--- config.mk ---
export PLATFORM = sky130hd
export DESIGN_NAME = cap_writer
export DESIGN_NICKNAME = d
export VERILOG_FILES = /design/src/rtl/cap_pkg.sv /design/src/rtl/cap_ctrl_reg.sv /design/src/rtl/cap_line_seq.sv /design/src/rtl/cap_pixel_fmt.sv /design/src/rtl/cap_writer.sv
export SDC_FILE = /design/constraint.sdc
export NUM_CORES = 1
export LEC_CHECK = 0
export BUFFER_PORTS_ARGS = -buffer_cell sky130_fd_sc_hd__buf_4
export CORE_ASPECT_RATIO = 0.5
export CORE_MARGIN = 10
export CORE_UTILIZATION = 35
export CTS_BUF_LIST = sky130_fd_sc_hd__clkbuf_8
export CTS_CLUSTER_DIAMETER = 100
export DETAILED_ROUTE_END_ITERATION = 10
export GPL_ROUTABILITY_DRIVEN = 0
export GPL_TIMING_DRIVEN = 0
export PLACE_DENSITY_LB_ADDON = 0.1
export SLEW_MARGIN = 20
export SYNTH_ARGS = -nofsm -noshare
export SYNTH_HDL_FRONTEND = slang
export SYNTH_HIERARCHICAL = 1
export SYNTH_SLANG_ARGS = --single-unit
--- constraint.sdc ---
create_clock -name clk -period 1.7 [get_ports clk]
set_clock_uncertainty 0.2 [all_clocks]
set_input_delay 0.085 -clock clk [delete_from_list [all_inputs] [get_ports clk]]
set_output_delay 0.085 -clock clk [all_outputs]
set_load 0.01 [all_outputs]
--- src/rtl/cap_pkg.sv ---
package cap_pkg;

    localparam int EN_BIT   = 31;
    localparam int BLK_LSB  = 16;
    localparam int SEG_LSB  = 18;
    localparam int SIZE_LSB = 20;

    typedef enum logic [1:0] {
        SZ_HALF = 2'd0,
        SZ_Q64  = 2'd1,
        SZ_Q128 = 2'd2,
        SZ_FULL = 2'd3
    } cap_size_e;

    typedef struct packed {
        logic [1:0] blk;
        logic [1:0] seg;
        cap_size_e  size;
    } cap_cfg_t;

    function automatic cap_cfg_t decode_cfg(input logic [31:0] w);
        cap_cfg_t c;
        c.blk  = w[BLK_LSB +: 2];
        c.seg  = w[SEG_LSB +: 2];
        c.size = cap_size_e'(w[SIZE_LSB +: 2]);
        return c;
    endfunction

    function automatic logic [14:0] pack15(input logic [23:0] p);
        return {p[23:19], p[15:11], p[7:3]};
    endfunction

    function automatic logic line_ok(input cap_size_e s, input int unsigned y,
                                     input int unsigned lim_a, input int unsigned lim_b,
                                     input int unsigned vis);
        case (s)
            SZ_Q64:  return y < lim_a;
            SZ_Q128: return y < lim_b;
            default: return y < vis;
        endcase
    endfunction

endpackage

--- src/rtl/cap_ctrl_reg.sv ---
module cap_ctrl_reg #(
    parameter int LINE_W    = 9,
    parameter int VIS_LINES = 192
) (
    input  logic              clk,
    input  logic              rst,
    input  logic              cfg_we,
    input  logic [31:0]       cfg_wdata,
    input  logic              line_start,
    input  logic [LINE_W-1:0] line_num,
    output logic [31:0]       ctrl_q,
    output logic              armed,
    output logic [LINE_W-1:0] cur_line
);
    import cap_pkg::*;

    logic        at_top;
    logic        at_vblank;
    logic [31:0] ctrl_next;

    assign at_top    = line_start && (line_num == '0);
    assign at_vblank = line_start && (line_num == LINE_W'(VIS_LINES));

    always_comb begin
        ctrl_next = cfg_we ? cfg_wdata : ctrl_q;
        if (at_vblank) ctrl_next[EN_BIT] = 1'b0;
    end

    always_ff @(posedge clk) begin
        if (rst) begin
            ctrl_q   <= '0;
            armed    <= 1'b0;
            cur_line <= '0;
        end else begin
            ctrl_q <= ctrl_next;
            if (line_start) cur_line <= line_num;
            if (at_top)         armed <= ctrl_q[EN_BIT];
            else if (at_vblank) armed <= 1'b0;
        end
    end

    p_arm_sample_r3: assert property (@(posedge clk) disable iff (rst)
        (line_start && line_num == '0) |=> (armed == $past(ctrl_q[EN_BIT])));

    p_vblank_clear_r4: assert property (@(posedge clk) disable iff (rst)
        (line_start && line_num == LINE_W'(VIS_LINES)) |=> (!ctrl_q[EN_BIT] && !armed));

endmodule

--- src/rtl/cap_line_seq.sv ---
module cap_line_seq #(
    parameter int LINE_W       = 9,
    parameter int PIX_PER_LINE = 256,
    parameter int VIS_LINES    = 192,
    parameter int LIM_A        = 64,
    parameter int LIM_B        = 128,
    localparam int XW          = $clog2(PIX_PER_LINE)
) (
    input  logic                clk,
    input  logic                rst,
    input  logic                blank_start,
    input  logic                armed,
    input  logic [31:0]         ctrl_q,
    input  logic [LINE_W-1:0]   cur_line,
    input  logic [3:0]          bank_cpu_view,
    input  logic                px_valid,
    output logic                accept,
    output logic                last_px,
    output logic [XW-1:0]       x_cnt,
    output cap_pkg::cap_cfg_t   snap_cfg,
    output logic [LINE_W-1:0]   snap_line
);
    import cap_pkg::*;

    cap_cfg_t      live_cfg;
    logic          busy;
    logic          start_ok;
    logic [XW-1:0] width_m1;

    assign live_cfg = decode_cfg(ctrl_q);
    assign start_ok = armed && bank_cpu_view[live_cfg.blk] &&
                      line_ok(live_cfg.size, 32'(cur_line), LIM_A, LIM_B, VIS_LINES);
    assign width_m1 = (snap_cfg.size == SZ_HALF) ? XW'(PIX_PER_LINE / 2 - 1)
                                                 : XW'(PIX_PER_LINE - 1);
    assign accept   = busy && px_valid;
    assign last_px  = (x_cnt == width_m1);

    always_ff @(posedge clk) begin
        if (rst) begin
            busy      <= 1'b0;
            x_cnt     <= '0;
            snap_cfg  <= '0;
            snap_line <= '0;
        end else if (blank_start) begin
            busy      <= start_ok;
            x_cnt     <= '0;
            snap_cfg  <= live_cfg;
            snap_line <= cur_line;
        end else if (accept) begin
            x_cnt <= x_cnt + 1'b1;
            if (last_px) busy <= 1'b0;
        end
    end

    p_no_start_without_view_r5: assert property (@(posedge clk) disable iff (rst)
        (blank_start && !bank_cpu_view[live_cfg.blk]) |=> !busy);

    p_x_in_range_r6: assert property (@(posedge clk) disable iff (rst)
        busy |-> (x_cnt <= width_m1));

endmodule

--- src/rtl/cap_pixel_fmt.sv ---
module cap_pixel_fmt #(
    parameter int LINE_W       = 9,
    parameter int PIX_PER_LINE = 256,
    parameter int BANK_HW      = 65536,
    parameter int SEG_HW       = 16384,
    localparam int XW          = $clog2(PIX_PER_LINE),
    localparam int BANK_AW     = $clog2(BANK_HW),
    localparam int ADDR_W      = BANK_AW + 2,
    localparam int SEG_SH      = $clog2(SEG_HW),
    localparam int LINE_SH     = $clog2(PIX_PER_LINE)
) (
    input  logic                clk,
    input  logic                rst,
    input  logic                accept,
    input  logic                last_px,
    input  logic [XW-1:0]       x_cnt,
    input  cap_pkg::cap_cfg_t   snap_cfg,
    input  logic [LINE_W-1:0]   snap_line,
    input  logic [23:0]         px_data,
    output logic                wr_en,
    output logic [ADDR_W-1:0]   wr_addr,
    output logic [15:0]         wr_data,
    output logic                line_done
);
    import cap_pkg::*;

    logic [BANK_AW-1:0] in_bank;

    assign in_bank = (BANK_AW'(snap_cfg.seg) << SEG_SH)
                   + (BANK_AW'(snap_line) << LINE_SH)
                   + BANK_AW'(x_cnt);

    always_ff @(posedge clk) begin
        if (rst) begin
            wr_en     <= 1'b0;
            wr_addr   <= '0;
            wr_data   <= '0;
            line_done <= 1'b0;
        end else begin
            wr_en     <= accept;
            line_done <= accept && last_px;
            if (accept) begin
                wr_addr <= {snap_cfg.blk, in_bank};
                wr_data <= {1'b0, pack15(px_data)};
            end
        end
    end

    p_done_with_write_r9: assert property (@(posedge clk) disable iff (rst)
        line_done |-> wr_en);

    p_addr_step_r7: assert property (@(posedge clk) disable iff (rst)
        (wr_en && $past(wr_en) && !$past(line_done)) |->
        (wr_addr[BANK_AW-1:0] == $past(wr_addr[BANK_AW-1:0]) + 1'b1 &&
         wr_addr[ADDR_W-1:BANK_AW] == $past(wr_addr[ADDR_W-1:BANK_AW])));

endmodule

--- src/rtl/cap_writer.sv ---
module cap_writer #(
    parameter int LINE_W       = 9,
    parameter int PIX_PER_LINE = 256,
    parameter int VIS_LINES    = 192,
    parameter int LIM_A        = 64,
    parameter int LIM_B        = 128,
    parameter int BANK_HW      = 65536,
    parameter int SEG_HW       = 16384,
    localparam int XW          = $clog2(PIX_PER_LINE),
    localparam int ADDR_W      = $clog2(BANK_HW) + 2
) (
    input  logic              clk,
    input  logic              rst,
    input  logic              cfg_we,
    input  logic [31:0]       cfg_wdata,
    output logic [31:0]       ctrl_q,
    input  logic              line_start,
    input  logic [LINE_W-1:0] line_num,
    input  logic              blank_start,
    input  logic [3:0]        bank_cpu_view,
    input  logic              px_valid,
    input  logic [23:0]       px_data,
    output logic              wr_en,
    output logic [ADDR_W-1:0] wr_addr,
    output logic [15:0]       wr_data,
    output logic              line_done
);
    import cap_pkg::*;

    logic              armed;
    logic [LINE_W-1:0] cur_line;
    logic              accept;
    logic              last_px;
    logic [XW-1:0]     x_cnt;
    cap_cfg_t          snap_cfg;
    logic [LINE_W-1:0] snap_line;

    cap_ctrl_reg #(.LINE_W(LINE_W), .VIS_LINES(VIS_LINES)) u_ctrl (
        .clk(clk), .rst(rst), .cfg_we(cfg_we), .cfg_wdata(cfg_wdata),
        .line_start(line_start), .line_num(line_num),
        .ctrl_q(ctrl_q), .armed(armed), .cur_line(cur_line)
    );

    cap_line_seq #(.LINE_W(LINE_W), .PIX_PER_LINE(PIX_PER_LINE), .VIS_LINES(VIS_LINES),
                   .LIM_A(LIM_A), .LIM_B(LIM_B)) u_seq (
        .clk(clk), .rst(rst), .blank_start(blank_start), .armed(armed),
        .ctrl_q(ctrl_q), .cur_line(cur_line), .bank_cpu_view(bank_cpu_view),
        .px_valid(px_valid), .accept(accept), .last_px(last_px), .x_cnt(x_cnt),
        .snap_cfg(snap_cfg), .snap_line(snap_line)
    );

    cap_pixel_fmt #(.LINE_W(LINE_W), .PIX_PER_LINE(PIX_PER_LINE), .BANK_HW(BANK_HW),
                    .SEG_HW(SEG_HW)) u_fmt (
        .clk(clk), .rst(rst), .accept(accept), .last_px(last_px), .x_cnt(x_cnt),
        .snap_cfg(snap_cfg), .snap_line(snap_line), .px_data(px_data),
        .wr_en(wr_en), .wr_addr(wr_addr), .wr_data(wr_data), .line_done(line_done)
    );

    p_reset_quiet_r1: assert property (@(posedge clk)
        rst |=> (!wr_en && !line_done && ctrl_q == '0));

endmodule

== After elaboration in Yosys (flattened, before gate mapping) ==
Index checks and enable logic that the tools add are counted.

* Logic and storage cells: 48
* Bits in registers: 100
* Input port bits: 75
* Output and inout bits: 68

* $add $sub $neg: 3
* Multiplexer cells: 9
* Order comparisons: 4
* Reductions and logical operators: 14
* Equal/unequal tests: 4

{| class="wikitable"
|+ Operators by type and width
! operator !! count
|-
| $lt 9x8->1 const B || 2
|-
| $add 16x16->16 || 1
|-
| $add 16x8->16 || 1
|-
| $eq 9x8->1 const B || 1
|-
| $logic_not 9->1 || 1
|-
| $lt 9x7->1 const B || 1
|-
| $add 8x1->8 const B || 1
|-
| $eq 8x8->1 || 1
|-
| $mux 8 || 1
|-
| $logic_and 1x1->1 || 6
|-
| $mux 1 || 6
|-
| $reduce_bool 2->1 || 3
|-
| $reduce_or 2->1 || 2
|-
| $lt 2x3->1 const B || 1
|-
| $bmux 1 s2 || 1
|-
| $eq 2x1->1 const B || 1
|-
| $eq 2x2->1 const B || 1
|-
| $logic_not 2->1 || 1
|-
| $pmux 1 s2 || 1
|-
| $reduce_and 2->1 || 1
|}

== Longest topological paths before layout ==
Gate-level depths: netlist of the first run.

* Depth in word-level cells: 6
* Depth in mapped cells: 6
* Mapped depth without buffers: 5

== Modules after synthesis ==
The synthesis of the first run kept the hierarchy.

{| class="wikitable"
|+ Modules (own cells, without submodules)
! module !! times used !! cells each !! seq. area each (um2) !! area an instance (um2)
|-
| cap_ctrl_reg || 1 || 142 || 840.8 || 1551.5
|-
| cap_pixel_fmt || 1 || 115 || 700.7 || 1287.5
|-
| cap_line_seq || 1 || 107 || 480.5 || 1016.0
|}

== Worst setup path after synthesis of the first run ==
OpenSTA, ideal clock, no wires.

* Path kind: register -> register
* Start: reg u_seq/snap_cfg[0] (netlist name)
* End: reg u_seq.busy
* Library setup time: 0.116 ns
* Data required time: 1.384 ns
* Slack: 0.235 ns
* Buffers on the path: 0
* Arrival: 1.149 ns
* Clock period less this slack: 1.465 ns
* Cell stages (with the launch flop): 5
* Cell sequence: dfxtp_1 or3_1 a211oi_2 a211oi_1 a31o_1

* Longest elaborated chain between the ends: 5

{| class="wikitable"
|+ Ends and longest elaborated chain
! element !! line !! RTL
|-
| $logic_not 2->1 || cap_line_seq.sv:33 || <nowiki>assign width_m1 = (snap_cfg.size == SZ_HALF) ? XW'(PIX_PER_LINE / 2 - 1)</nowiki>
|-
| $mux 8 || cap_line_seq.sv:33 ||
|-
| $eq 8x8->1 || cap_line_seq.sv:36 || <nowiki>assign last_px = (x_cnt == width_m1);</nowiki>
|-
| net last_px || cap_writer.sv:33 || <nowiki>logic last_px;</nowiki>
|-
| $reduce_bool 2->1 (no source line) || -- ||
|-
| $reduce_and 2->1 (no source line) || -- ||
|-
| end signal, assigned || cap_line_seq.sv:45 || <nowiki>busy <= start_ok;</nowiki>
|-
| end, declared || cap_line_seq.sv:26 || <nowiki>logic busy;</nowiki>
|}

The timed path passes the listed nets, and every way through them passes these cells.
A chain may end at the register's enable or synchronous reset.

== Worst setup path after layout of the first run ==
* Start: reg u_seq/snap_cfg[0] (netlist name)
* End: reg u_seq.busy

* Longest elaborated chain between the ends: 5

{| class="wikitable"
|+ Ends and longest elaborated chain
! element !! line
|-
| $logic_not 2->1 || cap_line_seq.sv:33
|-
| $mux 8 || cap_line_seq.sv:33
|-
| $eq 8x8->1 || cap_line_seq.sv:36
|-
| net last_px || cap_writer.sv:33
|-
| $reduce_bool 2->1 (no source line) || --
|-
| $reduce_and 2->1 (no source line) || --
|}

The timed path passes the listed nets, and every way through them passes these cells.

==> flow_summary.toml, run 1 <==
[status]
outcome = "complete, no violations"

[timing]
fin_crit_ns = 1.65
maxSlewViolCount = 0
post-route-period-util_pct = 97.2
rsz0062_at_grt = "no"
tns_ns = 0
finalHoldViolations = 0
fmax_mhz = 605
whs_ns = 0.0463
finalSetupViolCount = 0

[min_path]
hold-path-endpoint = "u_fmt/wr_data[8]"
hold_class = "input port to flip-flop"
min_path_cells = 3
hold_start = "rst"

[cells_and_area]
finalNetCount = 649
stdcell_count = 715
diodes = 0
fin_area_um2 = 5840
drive_gt1_share_pct = 29.0
syn2layout_area_growth_pct = 52.8

[drt]
first_iter_violations = 160
routed_wl_mm = 10.5
vias_per_cell = 4.39
drt_pass1_iterations = 4
wl_per_cell_um = 14.6
drcViolationCount = 0
antenna_left = 0
vias = 3140

[critical_path]
critPathRequiredTime_ns = 1.77
r2r_end = "u_seq/busy"
r2r-start = "u_seq/snap_cfg[0]"
rrSetupSlack_ns = 0.05
cp-start-kind = "flip-flop"
crit_start = "u_seq/snap_cfg[0]"
path_class = "flip-flop to flip-flop"
crit_fanout = 3
cp.arrival_ns = 1.72
end_kind = "flip-flop"
worstRegToRegCells = 4

[place]
dp.cells = 629
numPortBuffers = 128
placedInstanceArea_um2 = 4960
hpwl_mm = 7.46

[power_and_ir_drop]
power.total_mw = 4.45
p_per_area_nw_per_um2 = 763
ir_worst_vdd_mv = 0.369
p_leak_nw = 2.59

[global_routing]
grt_pass1_wl_mm = 17.4
overflow = 0
track_usage_pct = 13.5
antenna_found_initial = 0
grt_max_degree = 18
grt_pass1_vias = 3406

[cts]
cts_setup_buffers = 0
numCtsBuffers = 9
worstSkewPairLatency_ns = 0.37
cts_tree = "built"
clockBufferDepth = 2
htreeDepth = 3
root_buffer = "clkbuf_8"
clkTransAtPathRegs_ns = 0.11
cts.sinks = 100

[die]
rows = 26
coreArea_um2 = 10400
die-area_um2 = 15800
start_util_pct = 36.7
num_io_pins = 143
dieWidth_um = 168
die_y_um = 93.9

[yosys]
ys_warn_count = 6
synth.avg_cell_area_um2 = 10.6
synth_nets = 440
syn_area_um2 = 3820
netlist_instances = 361

[job]
max_cap_viol_count = 0
## critical path, cell delays in order, from the launching register on
cell,delay (ns)
dfxtp_1,0.34
or3_1,0.39
a211oi_2,0.29
a211oi_2,0.13
a31o_1,0.20
## layout by cell type, fill, tap and decap left out, types with 2 or more instances in the layout
cell type,instances
nor3_1,3
inv_6,2
buf_8,3
buf_4,132
dlygate4sd3_1,70
o21ai_0,2
clkinvlp_4,3
buf_6,2
clkbuf_8,9
clkinv_2,2
dfxtp_1,100
ha_1,4
xor2_1,2
clkbuf_1,9
or3_1,2
nand2_1,6
inv_1,5
nor2_1,94
nand3_1,2
xnor2_1,5
a211oi_2,2
nand4_1,2
mux2i_1,88
buf_2,6
a21oi_1,3
## cell type report
| type | instances | area, µm² |
|---|---|---|
| fill | 927 | 4570 |
| sequential | 100 | 2000 |
| timing repair buffer | 198 | 1660 |
| multi-input combinational | 231 | 1640 |
| tap | 140 | 175 |
| buffer | 24 | 161 |
| clock buffer | 9 | 124 |
| clock inverter | 7 | 50.0 |
| inverter | 6 | 22.5 |
## per-stage QoR
stage,setup slack [ns],utilization (%)
after floorplan,0.235,-
after global placement,0.0788,47.6
after detailed placement,0.0658,47.6
after CTS,0.0128,56.0
after global routing,0.00519,56.1
final,0.0479,56.1
## registers in the layout, indices dropped and copies added, names as in the netlist, 6 cells and up
name and cells:
u_ctrl/ctrl_q 32, u_fmt/wr_addr 18, u_fmt/wr_data 15, u_ctrl/cur_line 9
u_seq/snap_line 8, u_seq/x_cnt 8, u_seq/snap_cfg 6
## power by group
group	internal, mW	switching [mW]	total [mW]
sequential	2.41	0.0490	2.46
combinational	0.358	0.224	0.582
clock	0.538	0.873	1.41
total	3.31	1.15	4.45
## per-layer routing
layer | part of all wire (%) | track usage (%) | up-vias
li1 | - | - | 1623
met1 | 49 | 17.0 | 1419
met2 | 43 | 20.7 | 91
met3 | 7.2 | 5.85 | 7
met4 | 0.84 | 3.24 | 0
met5 | 0 | 0 | -
## timing repair
action                                  CTS  global route
gates resized for setup                   0             2
endpoints found under the hold margin    67             0
hold buffers                             70             0
endpoints found under the setup margin    0            28
## how the worst max path moves through the flow
| stage | to | slack [ns] | cells past startpoint |
|---|---|---|---|
| 3_5_place_dp | u_fmt/wr_data[12] | 0.07 | 6 |
| 2_1_floorplan | u_seq/busy | 0.24 | 4 |
| 6_report | u_seq/busy | 0.05 | 4 |
| 4_1_cts | u_seq/busy | 0.01 | 6 |
| 5_1_grt | u_seq/busy | 0.005 | 5 |
| 3_3_place_gp | u_seq/busy | 0.08 | 4 |
No activity file was read; power rests on OpenSTA's default activity.
==> run 2, diff against run 1 <==
--- a/config.mk
+++ b/config.mk
@@ -18,5 +18,4 @@
 export SLEW_MARGIN = 20
 export SYNTH_ARGS = -nofsm -noshare
 export SYNTH_HDL_FRONTEND = slang
-export SYNTH_HIERARCHICAL = 1
 export SYNTH_SLANG_ARGS = --single-unit
==> constraint.sdc (replaced) <==
create_clock -name clk -period 1.7 [get_ports clk]
set_clock_uncertainty 0.2 [all_clocks]
set_input_delay 0.34 -clock clk [delete_from_list [all_inputs] [get_ports clk]]
set_output_delay 0.34 -clock clk [all_outputs]
set_load 0.01 [all_outputs]
==> run 2 against run 1 <==
Final area shrank 9.1%. Via count shrank 1.0%. Register-to-register slack gained 0.08 ns. Clock power grew 9%. Power grew 0.58%. First-iteration DRC count shrank 47%. Clock-buffer cell count grew 1. Worst hold slack lost 0.030 ns. Non-clock buffer count shrank 44. Flip-flop and latch count is the same. Cell count shrank 1.3%. Synthesized cell count grew 10%. Critical path type unchanged. Highest routed layer unchanged.
==> flow_summary.toml, run 2 <==
[yosys]
netlist_instances = 398
yosys-top-cells-count = "dfxtp_1, nand2_1, nor2_1"
ys_ff_latch = 100
yosys.area_share.simple_pct = 18.1
synth_mux_area_share_pct = 15.4
synthTopCellsByArea = "dfxtp_1, mux2i_1, nand2_1"
synth_nets = 477
ys_types = 34
ys_warn_count = 0
netlist.area_leader.share_pct = 53.8
synthAdderAreaFrac_pct = 1.34
synth_edf_count = 0
synth_top_family_by_area = "simple AND/OR/NAND/NOR gates"
synth.avg_cell_area_um2 = 9.35
async_reset_ff_share_pct = 0
synth_ff_type = "dfxtp_1"
synth-compound-area-share_pct = 5.78
yosysMostFrequentCell = "dfxtp_1"
ys_seq_area_share_pct = 53.8
synth_top_cell_by_area = "dfxtp_1"
synth-xor-area-share_pct = 2.12
syn_area_um2 = 3720

[cts]
worstSkewPairLatency_ns = 0.36
numCtsBuffers = 9
cts_tree = "built"
clkTransAtPathRegs_ns = 0.09
cts.sinks = 100
root_buffer = "clkbuf_8"
htreeDepth = 3
clockBufferDepth = 2

[min_path]
min_path_cells = 3
hold_class = "input port to flip-flop"

[drt]
antenna_left = 0
drcViolationCount = 0
vias_per_cell = 4.40
met2WireLength_mm = 4.64
routed_wl_mm = 10.2
wl_per_cell_um = 14.4
wl_met1_mm = 4.80
first_iter_violations = 85
drt_pass1_iterations = 4
vias = 3108
highest_layer = "met4"
met3_length_um = 651

[timing]
finalHoldViolations = 0
post-route-period-util_pct = 92.3
fin_crit_ns = 1.57
fmax_mhz = 637
maxSlewViolCount = 0
finalSetupViolCount = 0
rsz0062_at_grt = "no"
slew_headroom_pct = 62.8
tightestPinTransition_ns = 0.559

[global_routing]
overflow = 0
grt_pass1_wl_mm = 16.7
antenna_found_initial = 0
track_usage_pct = 13.0
grt_max_degree = 17
grt_pass1_vias = 3272

[critical_path]
slowest_delay_ns = 0.40
cp_common_cell = "nor2_1"
critPathRequiredTime_ns = 1.73
worstSetupPathDepth = 6
slowest_stage = "dfxtp_2"
path_class = "flip-flop to flip-flop"
end_kind = "flip-flop"
path_buf_inv = 1
cp.arrival_ns = 1.60
cp_top_family = "flip-flops"
worstRegToRegCells = 6
path_cells = "inv_1, ha_1, nor2_1, nor2_1, o211ai_1, a21oi_1"
cp-start-kind = "flip-flop"
crit_fanout = 5

[cells_and_area]
regMostFlops = "u_ctrl.ctrl_q"
top_regs = "u_ctrl.ctrl_q (32), u_fmt.wr_addr (18), u_fmt.wr_data (15)"
diodes = 0
stdcell_count = 706
finalNetCount = 640
final_cell_mix = "buf_4, dfxtp_1, nand2_1"
fillers = 1037
largest_reg_flops = 32
layout.cells.most_common = "buf_4"
syn2layout_area_growth_pct = 42.6
drive_gt1_share_pct = 28.1

[place]
numPortBuffers = 129
hpwl_mm = 7.75
dp.cells = 667

[power_and_ir_drop]
p_per_area_nw_per_um2 = 844
ir_worst_vdd_mv = 0.416
p_leak_nw = 2.37
power.total_mw = 4.48

[status]
outcome = "complete, no violations"

[die]
num_io_pins = 143
rows = 26
start_util_pct = 36.2
dieWidth_um = 166
die_y_um = 92.9
die-area_um2 = 15400
coreArea_um2 = 10300

[job]
max_cap_viol_count = 0
==> run 2: what timing repair did <==
action                                  CTS  global route
pin swaps                                 0             0
endpoints found under the setup margin   30            31
endpoints found under the hold margin    24             0
hold buffers                             24             0
resized for setup                         3             3
buffers inserted                          0             0
==> run 2: metrics by stage <==
stage | hold WS, ns | setup TNS (ns) | setup slack (ns) | utilization [%] | instance area (µm²)
2_1_floorplan | 0.231 | 0 | 0.0753 | - | 3720
3_3_place_gp | 0.241 | -4.09 | -0.156 | 47.3 | 4870
3_5_place_dp | 0.244 | -4.97 | -0.189 | 47.3 | 4870
4_1_cts | 0.0000557 | 0 | 0.00662 | 51.6 | 5310
5_1_grt | 0.00320 | 0 | 0.00217 | 51.6 | 5310
6_report | 0.0159 | 0 | 0.131 | 51.6 | 5310
==> run 2: metal layers <==
layer	GRT usage (%)	vias to the layer above
met5	0	-
met4	2.42	0
met3	5.48	8
met2	21.3	70
met1	15.8	1394
li1	-	1636
==> run 2: final timing paths <==
path                                         from           endpoint  slack, ns
worst min-delay path                cfg_wdata[25]  u_ctrl.ctrl_q[25]       0.02
worst min register to register  u_fmt.wr_addr[15]  u_fmt.wr_addr[15]       0.26
worst max register to register  u_ctrl.ctrl_q[20]         u_seq.busy       0.13
worst max-delay path            u_ctrl.ctrl_q[20]         u_seq.busy       0.13
==> run 2: layout make-up <==
| cell class | count | area [µm²] | share of cell area [%] |
|---|---|---|---|
| flip-flops and latches | 100 | 2000 | 37.7 |
| multi-input cells | 269 | 1600 | 30.1 |
| repair buffers | 153 | 1210 | 22.8 |
| well taps | 140 | 175 | 3.30 |
| clock buffers | 10 | 138 | 2.59 |
| plain buffers | 25 | 115 | 2.17 |
| clock inverters | 6 | 61.3 | 1.16 |
| inverters | 3 | 11.3 | 0.212 |
==> run 2: logic make-up after synthesis <==
logic type | count (synthesis)
buffers and inverters | 29
AOI/OAI and AO/OA | 41
adders and majority gates | 4
and+or+nand+nor | 158
muxes | 56
other | 1
DFF | 100
xor gates and xnor gates | 9
==> run 2: report_power, final <==
part | switching [mW] | internal, mW | total, mW | leakage [nW]
Combinational | 0.205 | 0.279 | 0.483 | 1.45
Clock | 0.813 | 0.722 | 1.54 | 0.108
Sequential | 0.0481 | 2.41 | 2.46 | 0.815
==> run 2: worst reg2reg max path: stages (launching register included) <==
cell,delay [ns]
dfxtp_2,0.40
inv_1,0.06
ha_1,0.30
nor2_1,0.09
nor2_1,0.04
o211ai_1,0.25
a21oi_1,0.10
